===== src/rtl/rwf_pkg.sv =====
package rwf_pkg;
   localparam int unsigned RWF_WORD_W = 36;

   typedef enum logic {
      TM_FWFT = 1'b0,
      TM_STD  = 1'b1
   } tmode_e;
endpackage


===== src/rtl/rwf_rst_filt.sv =====
// Qualifies an active-low control input: hit is high once the input has
// been seen low on HOLD_EDGES consecutive rising edges, and stays high
// until the first edge that sees it high again.
module rwf_rst_filt #(
   parameter int unsigned HOLD_EDGES = 4
) (
   input  logic clk,
   input  logic pin_n,
   output logic hit
);
   localparam int unsigned CW = $clog2(HOLD_EDGES + 1);
   localparam logic [CW-1:0] TOP = CW'(HOLD_EDGES);

   logic [CW-1:0] run_q;

   always_ff @(posedge clk) begin
      if (pin_n)
         run_q <= '0;
      else if (run_q != TOP)
         run_q <= run_q + 1'b1;
   end

   assign hit = (run_q == TOP);
endmodule


===== src/rtl/rwf_ram.sv =====
// Word storage: one synchronous write port, one combinational read port.
module rwf_ram #(
   parameter int unsigned WORD_W = 36,
   parameter int unsigned DEPTH  = 16,
   localparam int unsigned AW    = $clog2(DEPTH)
) (
   input  logic              clk,
   input  logic              we,
   input  logic [AW-1:0]     waddr,
   input  logic [WORD_W-1:0] wdata,
   input  logic [AW-1:0]     raddr,
   output logic [WORD_W-1:0] rdata
);
   logic [WORD_W-1:0] mem [DEPTH];

   always_ff @(posedge clk) begin
      if (we)
         mem[waddr] <= wdata;
   end

   assign rdata = mem[raddr];
endmodule


===== src/rtl/rwf_level.sv =====
// Occupancy and threshold flags from the wrap-extended pointers.
module rwf_level #(
   parameter int unsigned DEPTH = 16,
   localparam int unsigned PW   = $clog2(DEPTH) + 1
) (
   input  logic [PW-1:0] wr_ptr,
   input  logic [PW-1:0] rd_ptr,
   input  logic [PW-1:0] ae_lim,
   input  logic [PW-1:0] af_lim,
   output logic [PW-1:0] fill,
   output logic          is_full,
   output logic          is_empty,
   output logic          ae_n,
   output logic          af_n
);
   localparam logic [PW-1:0] CAP = PW'(DEPTH);

   logic [PW-1:0] room;

   assign fill     = wr_ptr - rd_ptr;
   assign room     = CAP - fill;
   assign is_full  = (fill == CAP);
   assign is_empty = (fill == '0);
   assign ae_n     = !(fill <= ae_lim);
   assign af_n     = !(room <= af_lim);
endmodule


===== src/rtl/rwind_fifo.sv =====
module rwind_fifo
   import rwf_pkg::*;
#(
   parameter int unsigned WORD_W     = RWF_WORD_W,
   parameter int unsigned DEPTH      = 16,
   parameter int unsigned HOLD_EDGES = 4,
   parameter int unsigned READY_DLY  = 2,
   localparam int unsigned AW        = $clog2(DEPTH),
   localparam int unsigned PW        = AW + 1
) (
   input  logic              clk,
   input  logic              mrst_n,
   input  logic              pr_rt_n,
   input  logic              rt_sel,
   input  logic              cfg_std,
   input  logic [PW-1:0]     ae_ofs,
   input  logic [PW-1:0]     af_ofs,
   input  logic              wr_en,
   input  logic [WORD_W-1:0] wr_data,
   input  logic              rd_en,
   output logic [WORD_W-1:0] rd_data,
   output logic              in_rdy,
   output logic              out_rdy,
   output logic              almost_empty_n,
   output logic              almost_full_n
);
   localparam int unsigned WKW = $clog2(READY_DLY + 1);
   localparam logic [WKW-1:0] WAKE_DONE = WKW'(READY_DLY);

   // elaboration-time parameter checks
   if (DEPTH < 2 || (DEPTH & (DEPTH - 1)) != 0) begin : g_bad_depth
      $error("rwind_fifo: DEPTH must be a power of two of at least 2");
   end
   if (HOLD_EDGES < 1) begin : g_bad_hold
      $error("rwind_fifo: HOLD_EDGES must be at least 1");
   end
   if (READY_DLY < 1) begin : g_bad_dly
      $error("rwind_fifo: READY_DLY must be at least 1");
   end

   // qualified control inputs: index 0 master, index 1 shared
   logic [1:0] pins_n;
   logic [1:0] hits;
   assign pins_n = {pr_rt_n, mrst_n};

   for (genvar g = 0; g < 2; g++) begin : g_filt
      rwf_rst_filt #(.HOLD_EDGES(HOLD_EDGES)) u_filt (
         .clk   (clk),
         .pin_n (pins_n[g]),
         .hit   (hits[g])
      );
   end

   logic mr_hit, pr_hit, rt_hit, rst_hit;
   assign mr_hit  = hits[0];
   assign pr_hit  = hits[1] && !rt_sel && !mr_hit;
   assign rt_hit  = hits[1] &&  rt_sel && !mr_hit;
   assign rst_hit = mr_hit || pr_hit;

   // state
   logic [PW-1:0]     wr_ptr, rd_ptr;
   logic [PW-1:0]     ae_lim, af_lim;
   logic [WKW-1:0]    wake;
   logic              mode_arm;
   tmode_e            std_mode_q;
   logic [WORD_W-1:0] rd_q;

   logic [PW-1:0]     fill;
   logic              is_full, is_empty;
   logic [WORD_W-1:0] head;

   rwf_level #(.DEPTH(DEPTH)) u_level (
      .wr_ptr   (wr_ptr),
      .rd_ptr   (rd_ptr),
      .ae_lim   (ae_lim),
      .af_lim   (af_lim),
      .fill     (fill),
      .is_full  (is_full),
      .is_empty (is_empty),
      .ae_n     (almost_empty_n),
      .af_n     (almost_full_n)
   );

   logic wr_fire, rd_fire, busy;
   assign busy    = rst_hit || rt_hit;
   assign in_rdy  = (wake == WAKE_DONE) && !is_full;
   assign out_rdy = !is_empty;
   assign wr_fire = wr_en && in_rdy && !busy;
   assign rd_fire = rd_en && out_rdy && !busy;

   rwf_ram #(.WORD_W(WORD_W), .DEPTH(DEPTH)) u_ram (
      .clk   (clk),
      .we    (wr_fire),
      .waddr (wr_ptr[AW-1:0]),
      .wdata (wr_data),
      .raddr (rd_ptr[AW-1:0]),
      .rdata (head)
   );

   // pointers, wake-up delay and registered read word
   always_ff @(posedge clk) begin
      if (rst_hit) begin
         wr_ptr <= '0;
         rd_ptr <= '0;
         wake   <= '0;
         rd_q   <= '0;
      end else begin
         if (wake != WAKE_DONE)
            wake <= wake + 1'b1;
         if (rt_hit) begin
            rd_ptr <= '0;
         end else begin
            if (wr_fire)
               wr_ptr <= wr_ptr + 1'b1;
            if (rd_fire) begin
               rd_ptr <= rd_ptr + 1'b1;
               if (std_mode_q == TM_STD)
                  rd_q <= head;
            end
         end
      end
   end

   // configuration: thresholds on master reset, mode on the edge after
   always_ff @(posedge clk) begin
      if (mr_hit) begin
         ae_lim   <= ae_ofs;
         af_lim   <= af_ofs;
         mode_arm <= 1'b1;
      end else if (mode_arm) begin
         std_mode_q <= tmode_e'(cfg_std);
         mode_arm   <= 1'b0;
      end
   end

   assign rd_data = (std_mode_q == TM_STD) ? rd_q : head;

   // ---------------------------------------------------------------
   // assertions
   // ---------------------------------------------------------------
   p_hit_after_low_r1: assert property (@(posedge clk) disable iff (!mrst_n)
      hits[1] |-> $past(!pr_rt_n))
      else $error("R1: shared action without a qualified low input");

   p_flags_reset_r2: assert property (@(posedge clk) disable iff (!mrst_n)
      rst_hit |=> (!in_rdy && !out_rdy && !almost_empty_n && almost_full_n))
      else $error("R2: flags not in reset state after reset");

   p_rdy_late_r3: assert property (@(posedge clk) disable iff (!mrst_n)
      rst_hit ##1 !rst_hit |=> !in_rdy)
      else $error("R3: input ready released too early");

   p_pr_keeps_cfg_r4: assert property (@(posedge clk) disable iff (!mrst_n)
      pr_hit |=> ($stable(ae_lim) && $stable(af_lim) && $stable(std_mode_q)))
      else $error("R4: partial reset altered configuration");

   p_std_hold_r6: assert property (@(posedge clk) disable iff (!mrst_n)
      (std_mode_q == TM_STD && !rd_fire && !rst_hit && !mode_arm) |=> $stable(rd_data))
      else $error("R6: registered read word changed without a read");

   p_fwft_head_r7: assert property (@(posedge clk) disable iff (!mrst_n)
      (std_mode_q == TM_FWFT && out_rdy && !rd_fire && !busy && !mode_arm)
         |=> (out_rdy && $stable(rd_data)))
      else $error("R7: fall-through head word lost without a read");

   p_rt_write_side_r8: assert property (@(posedge clk) disable iff (!mrst_n)
      rt_hit |=> ($stable(wr_ptr) && rd_ptr == '0))
      else $error("R8: rewind disturbed the write side");

   p_no_overflow_r11: assert property (@(posedge clk) disable iff (!mrst_n)
      fill <= PW'(DEPTH))
      else $error("R11: occupancy beyond capacity");

   p_no_underflow_r11: assert property (@(posedge clk) disable iff (!mrst_n)
      (rd_en && !out_rdy && !busy) |=> $stable(rd_ptr))
      else $error("R11: read pointer moved on an empty read");
endmodule


===== config.mk =====
export PLATFORM = sky130hd
export DESIGN_NAME = rwind_fifo
export DESIGN_NICKNAME = d
export VERILOG_FILES = /design/src/rtl/rwf_pkg.sv /design/src/rtl/rwf_rst_filt.sv /design/src/rtl/rwf_ram.sv /design/src/rtl/rwf_level.sv /design/src/rtl/rwind_fifo.sv
export SDC_FILE = /design/constraint.sdc
export NUM_CORES = 1
export LEC_CHECK = 0
export BUFFER_PORTS_ARGS = -buffer_cell sky130_fd_sc_hd__buf_2
export CAP_MARGIN = 10
export CORE_ASPECT_RATIO = 1.25
export CORE_MARGIN = 2
export CORE_UTILIZATION = 35
export DETAILED_ROUTE_END_ITERATION = 10
export GPL_TIMING_DRIVEN = 1
export HOLD_SLACK_MARGIN = 0.03
export SLEW_MARGIN = 20
export SYNTH_ARGS = -nofsm -noshare
export SYNTH_HDL_FRONTEND = slang
export SYNTH_SLANG_ARGS = --single-unit

===== constraint.sdc =====
create_clock -name clk -period 15.6 [get_ports clk]
set_input_delay 0.78 -clock clk [delete_from_list [all_inputs] [get_ports clk]]
set_output_delay 0.78 -clock clk [all_outputs]
set_load 0.05 [all_outputs]

Word level (Yosys, flattened, before mapping)
Memory sizes are Yosys's and may differ from the RTL's. A register that Yosys moved wholly into a read port is not among the register bits. Cells that the tools add are included.

Logic and storage cells: 58. Register bits: 66. Memory bits (writable): 576. Output and inout port bits: 40. Memories: 1. Bits of input ports: 53.

Order comparisons: 2. Muxes and demuxes: 6. Add/sub/neg operators: 7. Reductions and logical operators: 23. Equal/unequal tests: 7. Bitwise operators: 2.

Memories: u_ram.mem (words 16, bits a word 36, read ports 1, clocked after Yosys merged registers in 1, wr ports 1, RTL line rwf_ram.sv:14) `logic [WORD_W-1:0] mem [DEPTH];`.

Operator list (number): 36-bit two-way mux (1); 5-bit by 1-bit adder with 5-bit output (second input constant) (2); 5-bit less-or-equal comparator (2); 1-bit logical AND (9); 4-bit two-way mux (2); 1-bit logical NOT (7); 3-bit by 1-bit adder with 3-bit output (second input constant) (2); 3-bit == test (second input constant) (2); 3-bit inequality test (second input constant) (2); 5-bit == test (second input constant) (1); 5-bit logical NOT (1); 5-bit subtractor (1); 5-bit subtractor (first input constant) (1); 2-bit AND reduction (2); 1-bit two-way mux (3); 3-bit AND reduction (1); 2-bit by 1-bit adder with 2-bit output (second input constant) (1); 2-bit == test (second input constant) (1); 1-bit logical OR (2); 2-bit inequality test (second input constant) (1); 1-bit inverter (2); 2-bit OR reduction (1).

Longest topological paths before layout
Gate-level depths: netlist of the first run.

Depth in word-level cells: 9. Gate-level depth with buffers: 16. Mapped depth without buffers: 14.

Modules after synthesis
From an unflattened synthesis of the first run, not the netlist that was laid out.

Cells, all modules: 1245. Area, all modules: 25150.4 um2.

Modules (own cells, without submodules): rwf_ram (area an instance 21599.5 um2, sequential area each 17296.6 um2, cells an instance 902, times used 1); rwind_fifo (area an instance 2728.9 um2, sequential area each 1311.3 um2, cells an instance 246, times used 1); rwf_level (area an instance 499.2 um2, sequential area each 0.0 um2, cells an instance 63, times used 1); rwf_rst_filt (area an instance 161.4 um2, sequential area each 60.1 um2, cells an instance 17, times used 2).

Worst setup path before layout of the first run
OpenSTA, ideal clock, no wires.

Kind: register to register. From: reg wr_ptr[0]. To: mem u_ram.mem[0][0] (enable). Clock period less this slack: 5.945 ns. Path buffers: 1. Arrival time: 5.471 ns. Cell stages (with the launch flop): 14. Slack: 9.655 ns. Data required time: 15.126 ns. Cell sequence: dfxtp_1 > inv_1 > ha_1 > inv_1 > fa_1 > inv_1 > ha_1 > nor3b_1 > ha_1 > nor2b_1 > and4_1 > buf_2 > nand2_1 > nor3_1.

Cells in the longest elaborated chain, start to end: 8.

RTL lines: from (decl) (RTL line rwind_fifo.sv:61) `logic [PW-1:0] wr_ptr, rd_ptr;`; from (signal assigned) (RTL line rwind_fifo.sv:114) `wr_ptr <= wr_ptr + 1'b1;`; 5-bit subtractor (RTL line rwf_level.sv:20) `assign fill = wr_ptr - rd_ptr;`; 5-bit == test (RTL line rwf_level.sv:22) `assign is_full = (fill == CAP);`; 1-bit logical NOT (RTL line rwind_fifo.sv:86) `assign in_rdy = (wake == WAKE_DONE) && !is_full;`; 1-bit logical AND (RTL line rwind_fifo.sv:86); net in_rdy (RTL line rwind_fifo.sv:22) `output logic in_rdy,`; 1-bit logical AND (2 in a row) (RTL line rwind_fifo.sv:88) `assign wr_fire = wr_en && in_rdy && !busy;`; 1-bit two-way mux (RTL line rwf_ram.sv:17) `if (we)`; 1-bit two-way mux (implied by the code) (RTL line rwf_ram.sv:18) `mem[waddr] <= wdata;`; to (decl) (RTL line rwf_ram.sv:14).

The timed path passes the listed nets, and every way through them passes these cells.

==> results.md, run 1 <==
CTS:
- The clock passes through at most 3 buffers.
- The number of clock sinks seen by CTS is 646.
- The post-cts hold buffer count is 0.
- The number of clock buffers added by TritonCTS is 66.
- The clock tree from TritonCTS is yes.
- The H-tree generated during clock tree synthesis spans 3 levels.
- For the worst-skew pair, the clock arrives at the later sink with an insertion delay of ~0.60 ns.
- In this run the post-CTS setup repair buffer count came out at 0.
- The clock-pin slew on the worst setup and hold paths is 0.06 ns.
- The root buffer cell is sky130_fd_sc_hd__clkbuf_16.
- In this run, post-CTS repair resized a total of 0 instances.

Critical path:
- The kind of start point of the critical path is a flop.
- The timing endpoint of the critical path is rd_data[4].
- At the worst endpoint, the required time is about 15 ns.
- For the worst setup path, the data arrival time is 4.67 ns.
- The total number of cells along the worst setup path is 6.
- The end of the worst register-to-register path is u_ram.mem[10][25].
- The classification of the worst setup path is reg -> out.
- The endpoint kind of the worst setup timing path is an output port.
- The cell with the most instances on the worst path is sky130_fd_sc_hd__buf_4.
- Across all register-to-register paths, the minimum setup slack is 11.23 ns.
- Counting both buffers and inverters, the worst setup path holds a total of 3.
- The critical path goes through buf_4 -> buf_4 -> mux2i_1 -> a221o_1 -> o311ai_0 -> buf_2.
- The startpoint of the worst register-to-register path is wr_ptr[0].
- On the worst path, the slowest cell contributes a delay of 0.90 ns.
- The worst register-to-register path has a depth of 13.
- The cell family contributing the most delay on the critical path is buffers and inverters.
- Of all nets on the critical path, the largest fanout is 53.
- The slowest stage of the critical path is the sky130_fd_sc_hd__buf_4 cell.

STA:
- The final worst-path cycle share is 34.93%.
- The worst pin sits at a relative slew slack of 32.82%.
- The tightest hold margin is 0.3590 ns.
- The final count of hold timing violations was 0.
- The final count of pins violating max slew is 0.
- Once routing completed, OpenROAD measured the worst setup slack at 10.15 ns.
- On the final layout, the worst clock skew is between 0.02 and 0.03 ns.
- Adding up every negative setup slack in the final design gives 0 ns.
- Derived from the worst setup path, the maximum achievable clock frequency is 183.5 MHz.
- Setup violations remaining at the end of the flow were counted as 0.
- Setup repair after global routing left no endpoint under its margin.
- For the pin with the worst max-slew slack, the measured transition is about 1.0 ns.
- The shortest period the worst path allows is 5.449 ns.

Yosys:
- The post-synthesis instance area is 25950 µm².
- For this run, asynchronously set or reset flops after synthesis account for 0%.
- In the synthesized netlist, the cells that appear most often are 587 x sky130_fd_sc_hd__edfxtp_1, 204 x sky130_fd_sc_hd__mux2i_1, 61 x sky130_fd_sc_hd__nand2_1.
- Among all cell types in the netlist, the one instantiated most often is sky130_fd_sc_hd__edfxtp_1.
- The net count after synthesis is 1651.
- In the synthesized netlist the dominant register cell turns out to be sky130_fd_sc_hd__edfxtp_1.
- The post-synthesis register bit count is 646.
- The count of unique library cells instantiated by Yosys is 50.
- Synthesis produced around 1600 cells.
- Summing the sequential cell areas from Yosys gives approximately 72% of the chip area.
- The count of yosys warnings during synthesis is 0.
- The area share of the largest cell type after synthesis is 67.91%.
- In this run, synthesis inferred between 500 and 600 flip-flops with an integrated enable.
- The average cell area after synthesis is 16.53 µm².
- sky130_fd_sc_hd__edfxtp_1 takes more of the synthesized area than any other cell.
- Sorting the synthesized cells by area gives the leading types as sky130_fd_sc_hd__edfxtp_1 68%, sky130_fd_sc_hd__mux2i_1 7.9%, sky130_fd_sc_hd__dfxtp_1 4.6%.

Routing:
- The via density per instance is 5.371.
- Summed over all layers, the routed wires come to about 65 mm.
- The average routed wire per standard cell is 24.06 µm.
- The via count of the routed design is 14410.
- The DRC violation count after routing is 0.
- The first routing iteration left 1288 violations.
- The first detailed-routing pass took 5 iterations.
- In this run the remaining antenna-violating nets after routing total 0.

Place:
- Port buffering added slightly above 90 buffers.
- The worst setup slack after placement is approximately 11 ns.
- The final estimated routing congestion in global placement is around 0.7.
- The total placed cells including tap cells is 2562.
- The HPWL after detailed placement is 33.53 mm.

Layout:
- The area added between synthesis and finish is 14.50%.
- The final-layout fill cell count is 6619.
- The fraction of final layout cells with drive strength greater than 1 is 17.02%.
- The number of standard cells in the layout, taps in and fillers out is 2682.
- The final layout net count is 1751.

GRT:
- The via count of the first global-routing pass is 14790.
- The number of antenna violations at the first check in global routing was 6.
- Global routing consumed, over all layers together, between 10% and 20% of the routing resources.
- The remaining global-route overflow is 0.
- The pin count of the biggest net entering global routing is 54.
- The global-route wire length before repair is about 95 mm.

Min path:
- The path class of the tightest hold or removal check is in -> reg.

Die:
- Measured along the x axis, the die boundary spans 247.6 µm.
- The core area is 73330 µm².
- The initial utilization of the core area, before any placement, comes to 35.39%.
- The top-level port count is a little over 90.
- The initialized floorplan defines 111 standard-cell rows.
- The vertical die dimension is 308.5 µm.
- The die covers between 70000 and 80000 µm².

Pwr:
- The internal power consumption is approximately 3.6 mW.
- For this design the ratio of total power to cell area is 187.6 nW/µm².
- The proportion of power drawn by the clock network is 29.2%.
- The analysis attributes to cell leakage a power of 10.11 nW.
- The fraction of power consumed by sequential logic is 37.7%.
- IR analysis of the VDD net gives a maximum drop of 0.2414 mV.
- The share of power burned in combinational logic is 33.1%.
- The switching power share of the total is 35.36%.
- The power spent charging and discharging nets is approximately 2.0 mW.

Run status:
- The run finished with clean final reports.

Run:
- Max-cap violations in this run came to 0.
## metrics by stage
step                      area (µm²)  power (mW)  util, %
after floorplan                25950       3.508        -
after global placement         27490       3.963    37.49
after detailed placement       27490       4.005    37.49
after CTS                      29710       5.627    40.52
after global routing           29720       5.844    40.53
final                          29720       5.576    40.53
## layer usage
metal  wire, µm  track usage (%)
met1      26900            22.06
met2      32430            28.94
met3       3692            2.758
met4       1492            5.111
met5         18                0
## how the worst min path moves through the flow
stage | end | cells after the start | start | slack (ns)
6_report | af_lim[4] | 1 | af_ofs[4] | 0.36
5_1_grt | af_lim[4] | 1 | af_ofs[4] | 0.33
4_1_cts | af_lim[3] | 1 | af_ofs[3] | 0.33
3_5_place_dp | rd_q[31] | 1 | rd_q[31] | 0.44
3_3_place_gp | rd_q[10] | 1 | rd_q[10] | 0.43
2_1_floorplan | rd_q[12] | 2 | rd_q[12] | 0.43
## placed cells by master (no fill, tap or decap), types with 9 or more instances in the layout
master and n:
sky130_fd_sc_hd__nand2_1 60, sky130_fd_sc_hd__clkbuf_16 68, sky130_fd_sc_hd__mux2_1 10, sky130_fd_sc_hd__a211oi_1 33
sky130_fd_sc_hd__nor2_4 14, sky130_fd_sc_hd__a222oi_1 29, sky130_fd_sc_hd__a221o_1 29, sky130_fd_sc_hd__buf_2 92
sky130_fd_sc_hd__a21oi_1 40, sky130_fd_sc_hd__o31ai_1 27, sky130_fd_sc_hd__xnor2_1 11, sky130_fd_sc_hd__edfxtp_1 587
sky130_fd_sc_hd__clkinv_2 11, sky130_fd_sc_hd__dfxtp_1 56, sky130_fd_sc_hd__nand3_1 33, sky130_fd_sc_hd__nand3b_1 29
sky130_fd_sc_hd__inv_1 27, sky130_fd_sc_hd__bufinv_16 9, sky130_fd_sc_hd__a21o_1 29, sky130_fd_sc_hd__mux4_2 14
sky130_fd_sc_hd__mux2_2 26, sky130_fd_sc_hd__nor2b_1 33, sky130_fd_sc_hd__buf_4 35, sky130_fd_sc_hd__ha_1 27
sky130_fd_sc_hd__mux2i_1 204, sky130_fd_sc_hd__nor2_1 26, sky130_fd_sc_hd__o311ai_1 23, sky130_fd_sc_hd__o21ai_0 14
sky130_fd_sc_hd__o21ai_1 29, sky130_fd_sc_hd__clkbuf_1 18
## state kept, by name, indices dropped and copies added, names as in the netlist, named ones only
register	flops
std_mode_q	1
ae_lim	5
g_filt.u_filt.run_q	6
u_ram.mem	576
wake	2
wr_ptr	5
af_lim	5
rd_q	36
rd_ptr	5
mode_arm	1
## worst reg2reg max path, cell delays in order (launching register included)
cell                      delay, ns
sky130_fd_sc_hd__dfxtp_1       0.36
sky130_fd_sc_hd__inv_1         0.13
sky130_fd_sc_hd__ha_1          0.16
sky130_fd_sc_hd__inv_1         0.06
sky130_fd_sc_hd__fa_1          0.55
sky130_fd_sc_hd__inv_1         0.06
sky130_fd_sc_hd__ha_1          0.21
sky130_fd_sc_hd__nor3b_1       0.16
sky130_fd_sc_hd__ha_1          0.20
sky130_fd_sc_hd__nor2b_1       0.16
sky130_fd_sc_hd__and4_1        0.40
sky130_fd_sc_hd__nand2_1       0.28
sky130_fd_sc_hd__nor2_4        0.72
sky130_fd_sc_hd__buf_4         0.55
## kinds of logic after synthesis
group                    share of synthesized area, %
adder cells (fa/ha/maj)                         1.379
buffers and inverters                           2.449
AO/OA/AOI/OAI                                   7.983
XOR/XNOR                                       0.5399
multiplexers                                    10.64
AND/OR/NAND/NOR                                 4.541
flip-flops                                      72.46
## area by class of cell
| cell class | instances | area [µm²] | area share (%) |
|---|---|---|---|
| multi-input cells | 802 | 6646 | 22.37 |
| inverters | 27 | 101.3 | 0.3410 |
| well taps | 960 | 1201 | 4.042 |
| clock buffers | 89 | 1810 | 6.092 |
| flip-flops and latches | 646 | 18820 | 63.32 |
| repair buffers | 127 | 723.2 | 2.434 |
| clock inverters | 30 | 415.4 | 1.398 |
| diodes | 1 | 2.502 | 0.008421 |
## power by group through the flow
stage,clock (mW),sequential [mW],combinational (mW)
6_report,1.63,2.10,1.85
5_1_grt,1.73,2.12,2.00
4_1_cts,1.65,2.10,1.87
3_5_place_dp,0,2.14,1.86
3_3_place_gp,0,2.13,1.83
2_1_floorplan,0,2.07,1.44
Power figures use the tool's default switching activity.
==> run 2, diff against run 1 <==
clock period = 4.72 ns   (was 15.6 ns; I/O delays follow)
==> results.md, run 2 (synthesized netlist as in run 1, its figures left out) <==
Layout:
- The final-layout fill cell count is 6664 (was 6619).
- The final layout net count is 1798 (was 1751).
- The area added between synthesis and finish was 15.84% (was 14.50%).
- The register area is 18820 µm² (unchanged).
- The design area came to 30070 µm² (was 29720 µm²).
- Commonest non-fill, non-tap cells in the layout: 587 x sky130_fd_sc_hd__edfxtp_1, 204 x sky130_fd_sc_hd__mux2i_1, 92 x sky130_fd_sc_hd__buf_2 (unchanged).
- The register bank with the most flops is u_ram.mem (unchanged).
- The flip-flop count of the largest register after layout was 576 (unchanged).
- The leading cell type in the layout, fill and taps excluded was sky130_fd_sc_hd__edfxtp_1 (unchanged).
- The fraction of final layout cells with drive strength greater than 1 was 16.38% (was 17.02%).
- The area of the multi-input gates was 6671 µm² (was 6646 µm²).
- The number of diodes was 0 (was 1).
- Largest regs: u_ram.mem: 576 flops, rd_q: 36 flops, g_filt.u_filt.run_q: 6 flops (unchanged).

STA:
- The fmax is 246.1 MHz.
- The final count of hold timing violations is 0 (unchanged).
- The number of endpoints failing setup at the final stage is 0 (unchanged).
- The final count of pins violating max slew is 0 (unchanged).
- The worst-margin pin slew came to 1.029 ns (was 1.008 ns).
- Unrepaired setup endpoints after global routing: no (unchanged).
- The tightest hold margin is 0.1502 ns (was 0.3590 ns).
- The final worst setup slack came to 0.6563 ns (was 10.15 ns).
- Counting I/O delays and the setup requirement, the final critical path takes around 4.1 ns.
- Of the available clock period, the critical path in the final layout requires 86.10%.
- The clock skew came to 0.02046 ns (was 0.02560 ns).
- The headroom to the max-slew limit is 31.23% (was 32.82%).

Critical path:
- The endpoint kind of the worst setup timing path is an output port (unchanged).
- The startpoint of the worst register-to-register path is wr_ptr[0] (unchanged).
- The largest fanout on the critical path came to 94 (was 53).
- The required time of the worst setup path is 4.48 ns (was 14.82 ns).
- The classification of the worst setup path is reg -> out (unchanged).
- The arrival time at the worst endpoint came to 3.83 ns (was 4.67 ns).
- The kind of start point of the critical path is a flop (unchanged).

Pwr:
- The total leakage power is 10.22 nW (was 10.11 nW).
- The maximum resistive drop on vdd is 0.7429 mV (was 0.2414 mV).
- The areal power density over the cells is 600.2 nW/µm² (was 187.6 nW/µm²).

Routing:
- The average routed wire per standard cell is 22.85 µm (was 24.06 µm).
- The DRC marker count from the first detailed-route iteration is 1032 (was 1288).
- The detailed-routing iteration count for the pre-antenna-repair pass is 8 (was 5).
- The via density per instance came to 5.274 (was 5.371).
- The number of nets with antenna violations after routing is 0 (unchanged).
- The via count of the routed design is 14370 (was 14410).
- The detailed-route wire length was 62.25 mm (was 64.52 mm).
- The DRC violation count after routing was 0 (unchanged).

Die:
- The overall die area is 76370 µm² (unchanged).
- The die outline width is 247.6 µm (unchanged).
- The top-level port count is 93 (unchanged).
- The core area was 73330 µm² (unchanged).
- The vertical die dimension is 308.5 µm (unchanged).
- The starting density of the core is 35.39% (unchanged).
- The row count is 111 (unchanged).

GRT:
- The global-route wire length before repair is 93.66 mm (was 95.21 mm).
- The number of antenna violations at the first check in global routing is 0 (was 6).
- The via count of the first global-routing pass was 15000 (was 14790).
- The pin count of the biggest net entering global routing was 125 (was 54).
- The total global routing track utilization was 16.40% (was 16.94%).
- The remaining global-route overflow came to 0 (unchanged).

CTS:
- The number of clock sinks seen by CTS was 646 (unchanged).
- The maximum level of the CTS H-tree came to 2 (was 3).
- The buffer levels on the longest clock path is 3 (unchanged).
- The clock tree from TritonCTS is yes (unchanged).
- The root buffer cell is sky130_fd_sc_hd__clkbuf_16 (unchanged).
- The number of setup buffers added after CTS is 0 (unchanged).
- The number of clock buffers inserted by TritonCTS is 58 (was 66).
- The insertion delay of the later-clocked pin in the worst-skew pair came to 0.64 ns (was 0.60 ns).
- The clock-pin slew on the worst setup and hold paths is 0.06 ns (about the same).

Run status:
- Run status: completed (unchanged).

Place:
- The post-DP HPWL is 36.35 mm (was 33.53 mm).
- The worst setup slack after placement is 0.8212 ns (was 10.69 ns).
- The port buffer count came to 92 (unchanged).
- The final estimated routing congestion in global placement is 0.7567 (was 0.7013).
- The post-placement cell area is 27620 µm² (was 27490 µm²).

Min path:
- The class of the tightest hold or removal check is in -> reg (unchanged).
- The startpoint of the most critical hold path was rd_en (was af_ofs[4]).

Run:
- The max-capacitance violation count is 0 (unchanged).
[run 2: critical path: stages, from the launching register on]
cell and delay [ns]:
sky130_fd_sc_hd__dfxtp_4 0.83, sky130_fd_sc_hd__buf_12 0.59, sky130_fd_sc_hd__mux2i_1 0.17, sky130_fd_sc_hd__a222oi_1 0.82
sky130_fd_sc_hd__nand3b_1 0.14, sky130_fd_sc_hd__o311ai_1 0.17, sky130_fd_sc_hd__buf_2 0.36
[run 2: layout make-up]
type                            count  area share [%]
Timing Repair Buffer              182           4.395
Sequential cell                   646           62.58
Inverter                           27          0.3371
Multi-Input combinational cell    802           22.19
Clock inverter                     41           1.540
Tap cell                          960           3.995
Clock buffer                       66           4.960
[run 2: stage by stage]
stage                     TNS, ns  utilization [%]  instances  power, mW
after floorplan            -93.41                -       1570      11.60
after global placement          0            37.67       2568      13.24
after detailed placement        0            37.67       2568      13.33
after CTS                       0            41.00       2724      18.24
after global routing            0            41.00       2724      18.87
final                           0            41.00       2724      18.05
[run 2: worst paths after layout]
check                          end  slack [ns]  cells after the start
setup / recovery       rd_data[35]        0.66                      6
setup reg to reg  u_ram.mem[2][10]        0.82                     13
hold reg to reg           rd_q[28]        0.45                      2
hold / removal           rd_ptr[0]        0.15                      4
[run 2: power by group]
group          internal, mW  switching [mW]
Clock                  2.77            2.08
Sequential             6.60           0.332
Combinational          2.17            4.09
[run 2: what timing repair did]
action / in CTS / in global routing
hold buffers: 49 / 0
endpoints found under the setup margin: 0 / 0
gates resized for setup: 0 / 0
endpoints found under the hold margin: 578 / 0
[run 2: routing by layer]
| layer | share of wire (%) | wire length (µm) | GRT usage (%) |
|---|---|---|---|
| met3 | 4.4 | 2722 | 2.236 |
| met1 | 42 | 26130 | 20.90 |
| met4 | 3.0 | 1869 | 5.626 |
| met5 | 0 | 0 | 0 |
| met2 | 51 | 31530 | 28.52 |
